===== src/rtl/hba_fifo_pkg.sv =====
package hba_fifo_pkg;
  // operation applied to the transfer buffer in a cycle
  typedef enum logic [1:0] {
    XF_IDLE = 2'd0,
    XF_PUSH = 2'd1,
    XF_POP  = 2'd2,
    XF_LOAD = 2'd3
  } xfer_op_e;

  localparam int BYTE_W = 8;
endpackage


===== src/rtl/hba_xfer_buf.sv =====
module hba_xfer_buf
  import hba_fifo_pkg::*;
#(
  parameter int DEPTH = 16,
  localparam int PTR_W = $clog2(DEPTH),
  localparam int PEND_W = PTR_W + 2
) (
  input  logic                     clk,
  input  logic                     rst_n,
  input  xfer_op_e                 op,
  input  logic                     pio_in,
  input  logic [BYTE_W-1:0]        push_byte,
  input  logic [BYTE_W-1:0]        stat_byte,
  output logic [BYTE_W-1:0]        rd_byte,
  output logic signed [PEND_W-1:0] pend,
  output logic [PTR_W-1:0]         occ_next,
  output logic                     drop
);
  logic [BYTE_W-1:0] mem [DEPTH];
  logic [PTR_W-1:0]  wptr, rptr, wptr_d, rptr_d;
  logic signed [PEND_W-1:0] pend_d;
  logic [BYTE_W-1:0] rd_d;
  logic              drop_d, store;

  always_comb begin
    wptr_d = wptr;
    rptr_d = rptr;
    pend_d = pend;
    rd_d   = rd_byte;
    drop_d = 1'b0;
    store  = 1'b0;
    unique case (op)
      XF_LOAD: begin
        rptr_d = '0;
        wptr_d = PTR_W'(2);
        pend_d = PEND_W'(2);
      end
      XF_POP: begin
        if (!pio_in) begin
          rd_d = '0;
        end else if (rptr < wptr) begin
          rd_d   = mem[rptr];
          pend_d = pend - PEND_W'(1);
          if (rptr + PTR_W'(1) == wptr) begin
            rptr_d = '0;
            wptr_d = '0;
          end else begin
            rptr_d = rptr + PTR_W'(1);
          end
        end
      end
      XF_PUSH: begin
        if (wptr == PTR_W'(DEPTH - 1)) begin
          drop_d = 1'b1;
        end else begin
          store  = 1'b1;
          wptr_d = wptr + PTR_W'(1);
          pend_d = pend + PEND_W'(1);
        end
      end
      default: ;
    endcase
    occ_next = wptr_d - rptr_d;
  end

  always_ff @(posedge clk) begin
    if (!rst_n) begin
      wptr    <= '0;
      rptr    <= '0;
      pend    <= '0;
      rd_byte <= '0;
      drop    <= 1'b0;
    end else begin
      wptr    <= wptr_d;
      rptr    <= rptr_d;
      pend    <= pend_d;
      rd_byte <= rd_d;
      drop    <= drop_d;
    end
  end

  always_ff @(posedge clk) begin
    if (op == XF_LOAD) begin
      mem[0] <= stat_byte;
      mem[1] <= '0;
    end else if (store) begin
      mem[wptr] <= push_byte;
    end
  end
endmodule


===== src/rtl/hba_cmd_capture.sv =====
module hba_cmd_capture
  import hba_fifo_pkg::*;
#(
  parameter int CMD_DEPTH = 16,
  localparam int IDX_W = $clog2(CMD_DEPTH),
  localparam int LEN_W = $clog2(CMD_DEPTH + 1)
) (
  input  logic                        clk,
  input  logic                        rst_n,
  input  logic                        wr,
  input  logic                        clr,
  input  logic [BYTE_W-1:0]           din,
  output logic [LEN_W-1:0]            len,
  output logic [BYTE_W*CMD_DEPTH-1:0] flat,
  output logic                        drop
);
  logic [BYTE_W-1:0] mem [CMD_DEPTH];
  logic              room;

  assign room = (len < LEN_W'(CMD_DEPTH));

  always_ff @(posedge clk) begin
    if (!rst_n) begin
      len  <= '0;
      drop <= 1'b0;
      for (int i = 0; i < CMD_DEPTH; i++) mem[i] <= '0;
    end else begin
      drop <= 1'b0;
      if (clr) begin
        len <= '0;
      end else if (wr) begin
        if (room) begin
          mem[len[IDX_W-1:0]] <= din;
          len <= len + LEN_W'(1);
        end else begin
          drop <= 1'b1;
        end
      end
    end
  end

  for (genvar g = 0; g < CMD_DEPTH; g++) begin : g_lane
    assign flat[g*BYTE_W +: BYTE_W] = mem[g];
  end
endmodule


===== src/rtl/hba_data_fifo.sv =====
module hba_data_fifo
  import hba_fifo_pkg::*;
#(
  parameter int DEPTH = 16,
  parameter int CMD_DEPTH = 16,
  localparam int PTR_W = $clog2(DEPTH),
  localparam int PEND_W = PTR_W + 2,
  localparam int LEN_W = $clog2(CMD_DEPTH + 1)
) (
  input  logic                        clk,
  input  logic                        rst_n,
  input  logic                        cmd_mode,
  input  logic [2:0]                  phase,
  input  logic                        wr_en,
  input  logic [7:0]                  wr_data,
  input  logic                        rd_en,
  input  logic                        flush,
  input  logic                        status_load,
  input  logic [7:0]                  status_byte,
  input  logic                        cmd_clear,
  input  logic                        intr_ack,
  output logic [7:0]                  rd_data,
  output logic                        rd_valid,
  output logic signed [PEND_W-1:0]    pending,
  output logic [PTR_W-1:0]            fifo_flags,
  output logic                        overrun,
  output logic                        fc_flag,
  output logic                        seq_clr,
  output logic [LEN_W-1:0]            cmd_len,
  output logic [8*CMD_DEPTH-1:0]      cmd_bytes
);
  xfer_op_e         xop;
  logic [PTR_W-1:0] occ_next;
  logic             xdrop, cdrop, cwr, host_touch;

  always_comb begin
    if (status_load)              xop = XF_LOAD;
    else if (rd_en)               xop = XF_POP;
    else if (wr_en && !cmd_mode)  xop = XF_PUSH;
    else                          xop = XF_IDLE;
  end

  assign cwr        = wr_en && cmd_mode;
  assign host_touch = (xop == XF_POP) || (xop == XF_PUSH);

  hba_xfer_buf #(.DEPTH(DEPTH)) u_xfer (
    .clk       (clk),
    .rst_n     (rst_n),
    .op        (xop),
    .pio_in    (phase != 3'b000),
    .push_byte (wr_data),
    .stat_byte (status_byte),
    .rd_byte   (rd_data),
    .pend      (pending),
    .occ_next  (occ_next),
    .drop      (xdrop)
  );

  hba_cmd_capture #(.CMD_DEPTH(CMD_DEPTH)) u_cmd (
    .clk   (clk),
    .rst_n (rst_n),
    .wr    (cwr),
    .clr   (cmd_clear),
    .din   (wr_data),
    .len   (cmd_len),
    .flat  (cmd_bytes),
    .drop  (cdrop)
  );

  assign overrun = xdrop | cdrop;

  always_ff @(posedge clk) begin
    if (!rst_n) begin
      fifo_flags <= '0;
      fc_flag    <= 1'b0;
      seq_clr    <= 1'b0;
      rd_valid   <= 1'b0;
    end else begin
      rd_valid <= rd_en;
      seq_clr  <= flush;
      if (status_load)     fifo_flags <= PTR_W'(2);
      else if (flush)      fifo_flags <= '0;
      else if (host_touch) fifo_flags <= occ_next;
      if (flush)           fc_flag <= 1'b1;
      else if (intr_ack)   fc_flag <= 1'b0;
    end
  end
endmodule


===== config.mk =====
export PLATFORM = sky130hd
export DESIGN_NAME = hba_data_fifo
export DESIGN_NICKNAME = d
export VERILOG_FILES = /design/src/rtl/hba_fifo_pkg.sv /design/src/rtl/hba_xfer_buf.sv /design/src/rtl/hba_cmd_capture.sv /design/src/rtl/hba_data_fifo.sv
export SDC_FILE = /design/constraint.sdc
export NUM_CORES = 1
export LEC_CHECK = 0
export CAP_MARGIN = 20
export CORE_MARGIN = 2
export CORE_UTILIZATION = 54
export DETAILED_ROUTE_END_ITERATION = 8
export GPL_TIMING_DRIVEN = 0
export HOLD_SLACK_MARGIN = 0.1
export PLACE_DENSITY = 0.89
export REMOVE_ABC_BUFFERS = 1
export SLEW_MARGIN = 15
export SYNTH_ARGS = -nofsm -noshare
export SYNTH_HDL_FRONTEND = slang
export SYNTH_HIERARCHICAL = 1
export SYNTH_SLANG_ARGS = --single-unit

===== constraint.sdc =====
create_clock -name clk -period 5.5 [get_ports clk]
set_input_delay 1.375 -clock clk [delete_from_list [all_inputs] [get_ports clk]]
set_output_delay 1.375 -clock clk [all_outputs]
set_load 0.02 [all_outputs]

==> reports/metrics.yaml <==
placement:
  port_buffers: 182
  dpl.hpwl_um: 19900
  placed_cells: 1264
  gp_congestion: 0.795
timing:
  min_period_ns: 4.92
  slew_headroom: 0.245
  final_hold_viol_count: 0
  period_share: 0.895
  finalClockSkew_ns: 0.0161
  fin_hold_ws_ns: 0.473
  worstMarginPinSlew_ns: 1.12
  fmax_mhz: 203
  finalSetupTns_ns: 0
  rsz0062_at_grt: "no"
  final-setup-viol-count: 0
  drv_slew: 0
logic_synthesis:
  ys_warn_count: 6
  synth_cell_types: 68
  synth_area_leaders: "edfxtp_1, dfxtp_1, mux4_2, nor2_1, ha_1"
  synthArstFlopShare: 0
  synth-main-ff-cell: "edfxtp_1"
  synth_most_common_cell: "edfxtp_1"
  synth_top_area_cell: "edfxtp_1"
  ys_ff_latch: 292
  ys_seq_area_frac: 0.685
  synth_edf_count: 256
  syn_area_um2: 12300
  synth_compound_area_frac: 0.0419
  synth-simple-area-share: 0.115
  synthXorXnorAreaFrac: 0.00856
  avgSynthCellArea_um2: 15.0
  synthTopCellsByCount: "edfxtp_1, nor2_1, nand2_1"
  yosysTopAreaCellShare: 0.626
  synth_top_family_by_area: "simple AND/OR/NAND/NOR gates"
  synthCells: 819
  synthAdderAreaFrac: 0.0287
  synthMuxAreaShare: 0.0859
global_routing:
  grt_use_total: 0.253
  grt_max_degree: 38
  antenna_found_initial: 0
  grt_pass1_wl_um: 45400
  first_global_vias: 7834
  overflow: 0
clock_network:
  cts_htree_levels: 1
  cts_hold_buffers: 0
  cts_setup_buffers: 0
  cts_buffers: 30
  cts.repair.resized: 0
  path_clk_slew_ns: 0.06
  cts_buffer_depth: 3
  cts_tree: "done"
  clk_latency_ns: 0.56
  clkSinkCount: 292
  cts_root_buffer: "clkbuf_16"
floorplanning:
  die_h_um: 155
  start_util: 0.546
  rows: 55
  dieArea_um2: 24000
  io_pins: 183
  die_w_um: 155
  coreArea_um2: 22500
power:
  power.leakage_nw: 5.23
  ir_worst_vdd_v: 0.000327
  cellPowerDensity_nw_per_um2: 317
setup_path:
  cp.arrival_ns: 5.41
  cp-end-kind: "flop"
  rr_endpoint: "fifo_flags[3]"
  crit_fanout: 10
  rrSetupSlack_ns: 1.12
  required_ns: 5.99
  startpoint_type: "input port"
  r2r-start: "u_xfer/rptr[2]"
  path_class: "input port to flop"
  r2r_cells: 16
drt:
  routed_wl_um: 30300
  wl_per_cell_um: 22.9
  viasPerCell: 5.78
  met2WireLength_um: 15300
  top_layer: "met4"
  wl_met1_um: 10900
  ant_nets: 0
  drc_errors: 0
  detailroute.via_count: 7665
  initialDrtViolationCount: 787
  dr.pass1.iters: 5
  wl_met3_um: 3320
layout:
  instances_no_fill: 1325
  syn2layout_area_growth_pct: 23.4
  drive_above_1_share: 0.113
  final_nets: 1071
  antenna_cells: 0
run_status:
  outcome: "finished clean"
job:
  max_cap_violations: 0
min_path:
  worstHoldEndpoint: "fifo_flags[2]"
  whs_path_depth: 2
  hp-start: "fifo_flags[2]"
  hold_class: "flop to flop"
-- placed cells by master (no fill, tap or decap), drive strengths merged, types with 2 or more instances in the layout --
cell type | synthesis | routed
a21boi | 2 | 2
a21o | 4 | 4
a21oi | 16 | 16
a22oi | 9 | 9
a31oi | 8 | 8
and2 | 29 | 29
and3 | 10 | 10
buf | 23 | 10
clkbuf | 11 | 37
clkdlybuf4s50 | 0 | 182
clkinv | 1 | 14
clkinvlp | 0 | 6
conb | 1 | 8
dfxtp | 36 | 36
edfxtp | 256 | 256
fa | 2 | 2
ha | 25 | 25
inv | 21 | 21
mux2 | 8 | 8
mux2i | 3 | 3
mux4 | 40 | 40
nand2 | 51 | 51
nand2b | 10 | 10
nand3 | 11 | 11
nor2 | 148 | 148
nor2b | 6 | 6
nor3 | 11 | 11
nor4 | 3 | 3
o21a | 3 | 3
o21ai | 32 | 32
o31a | 2 | 2
or2 | 4 | 4
or3 | 3 | 3
or4 | 2 | 2
xnor2 | 8 | 8
xor2 | 4 | 4
-- report_power, final --
| group | switching (mW) | internal, mW | total (mW) |
|---|---|---|---|
| Combinational | 0.241 | 0.185 | 0.426 |
| Clock | 0.832 | 1.05 | 1.88 |
| Sequential | 0.0354 | 2.47 | 2.50 |
-- area by class of cell --
| cell class | instances | area, µm² |
|---|---|---|
| clock buffers | 36 | 773 |
| clock inverters | 20 | 150 |
| fillers | 1461 | 7340 |
| inverters | 22 | 82.6 |
| multi-input cells | 477 | 3470 |
| flip-flops and latches | 292 | 8410 |
| well taps | 285 | 357 |
| repair buffers | 193 | 1910 |
-- routing by layer --
layer | GRT usage | vias up
met5 | 0 | -
met4 | 0.0758 | 0
met3 | 0.0933 | 62
met2 | 0.438 | 361
met1 | 0.298 | 3817
li1 | - | 3425
-- logic make-up after synthesis --
logic type / Yosys count
compound gates: 83
other cells: 1
flops: 292
simple gates: 296
fa+ha+maj: 27
xor+xnor: 12
mux: 51
buf+inv: 57
-- worst max-delay path, stage by stage --
cell and delay, ns:
clkdlybuf4s50_1 0.48, and2b_2 0.25, a21o_2 0.24, ha_1 0.30, inv_1 0.32, nor2_1 0.19, o31a_1 0.30, or2_1 0.24
ha_1 0.26, nor2b_1 0.12, o21a_1 0.15, nor2_1 0.08, a2111oi_1 0.48, nor4_2 0.11, xnor2_1 0.21, o21ai_0 0.13
a21oi_1 0.16
-- registers in the layout, summed over array words and instances (netlist names), 4 cells and up --
| name | cells |
|---|---|
| u_cmd/mem | 128 |
| u_xfer/mem | 128 |
| u_xfer/rd_byte | 8 |
| u_xfer/pend | 6 |
| u_cmd/len | 5 |
| fifo_flags | 4 |
| u_xfer/rptr | 4 |
| u_xfer/wptr | 4 |
-- how the worst max path moves through the flow --
| stage | start | end | cells past startpoint |
|---|---|---|---|
| final | cmd_mode | fifo_flags[3] | 17 |
| after global routing | cmd_mode | fifo_flags[3] | 17 |
| after CTS | cmd_mode | fifo_flags[3] | 17 |
| after detailed placement | cmd_mode | fifo_flags[3] | 17 |
| after global placement | u_xfer/rptr[0] | fifo_flags[3] | 16 |
| after floorplan | u_xfer/rptr[0] | fifo_flags[3] | 16 |
-- metrics by stage --
| stage | total power [mW] | cell area, µm² | util | worst slack (ns) |
|---|---|---|---|---|
| after floorplan | 2.77 | 12000 | - | 0.952 |
| after global placement | 2.95 | 14100 | 0.628 | 0.00965 |
| after detailed placement | 2.97 | 14200 | 0.631 | 0.135 |
| after CTS | 4.83 | 15100 | 0.672 | 0.691 |
| after global routing | 4.95 | 15200 | 0.674 | 0.366 |
| final | 4.81 | 15200 | 0.674 | 0.577 |
(Power assumes the default switching activity.)
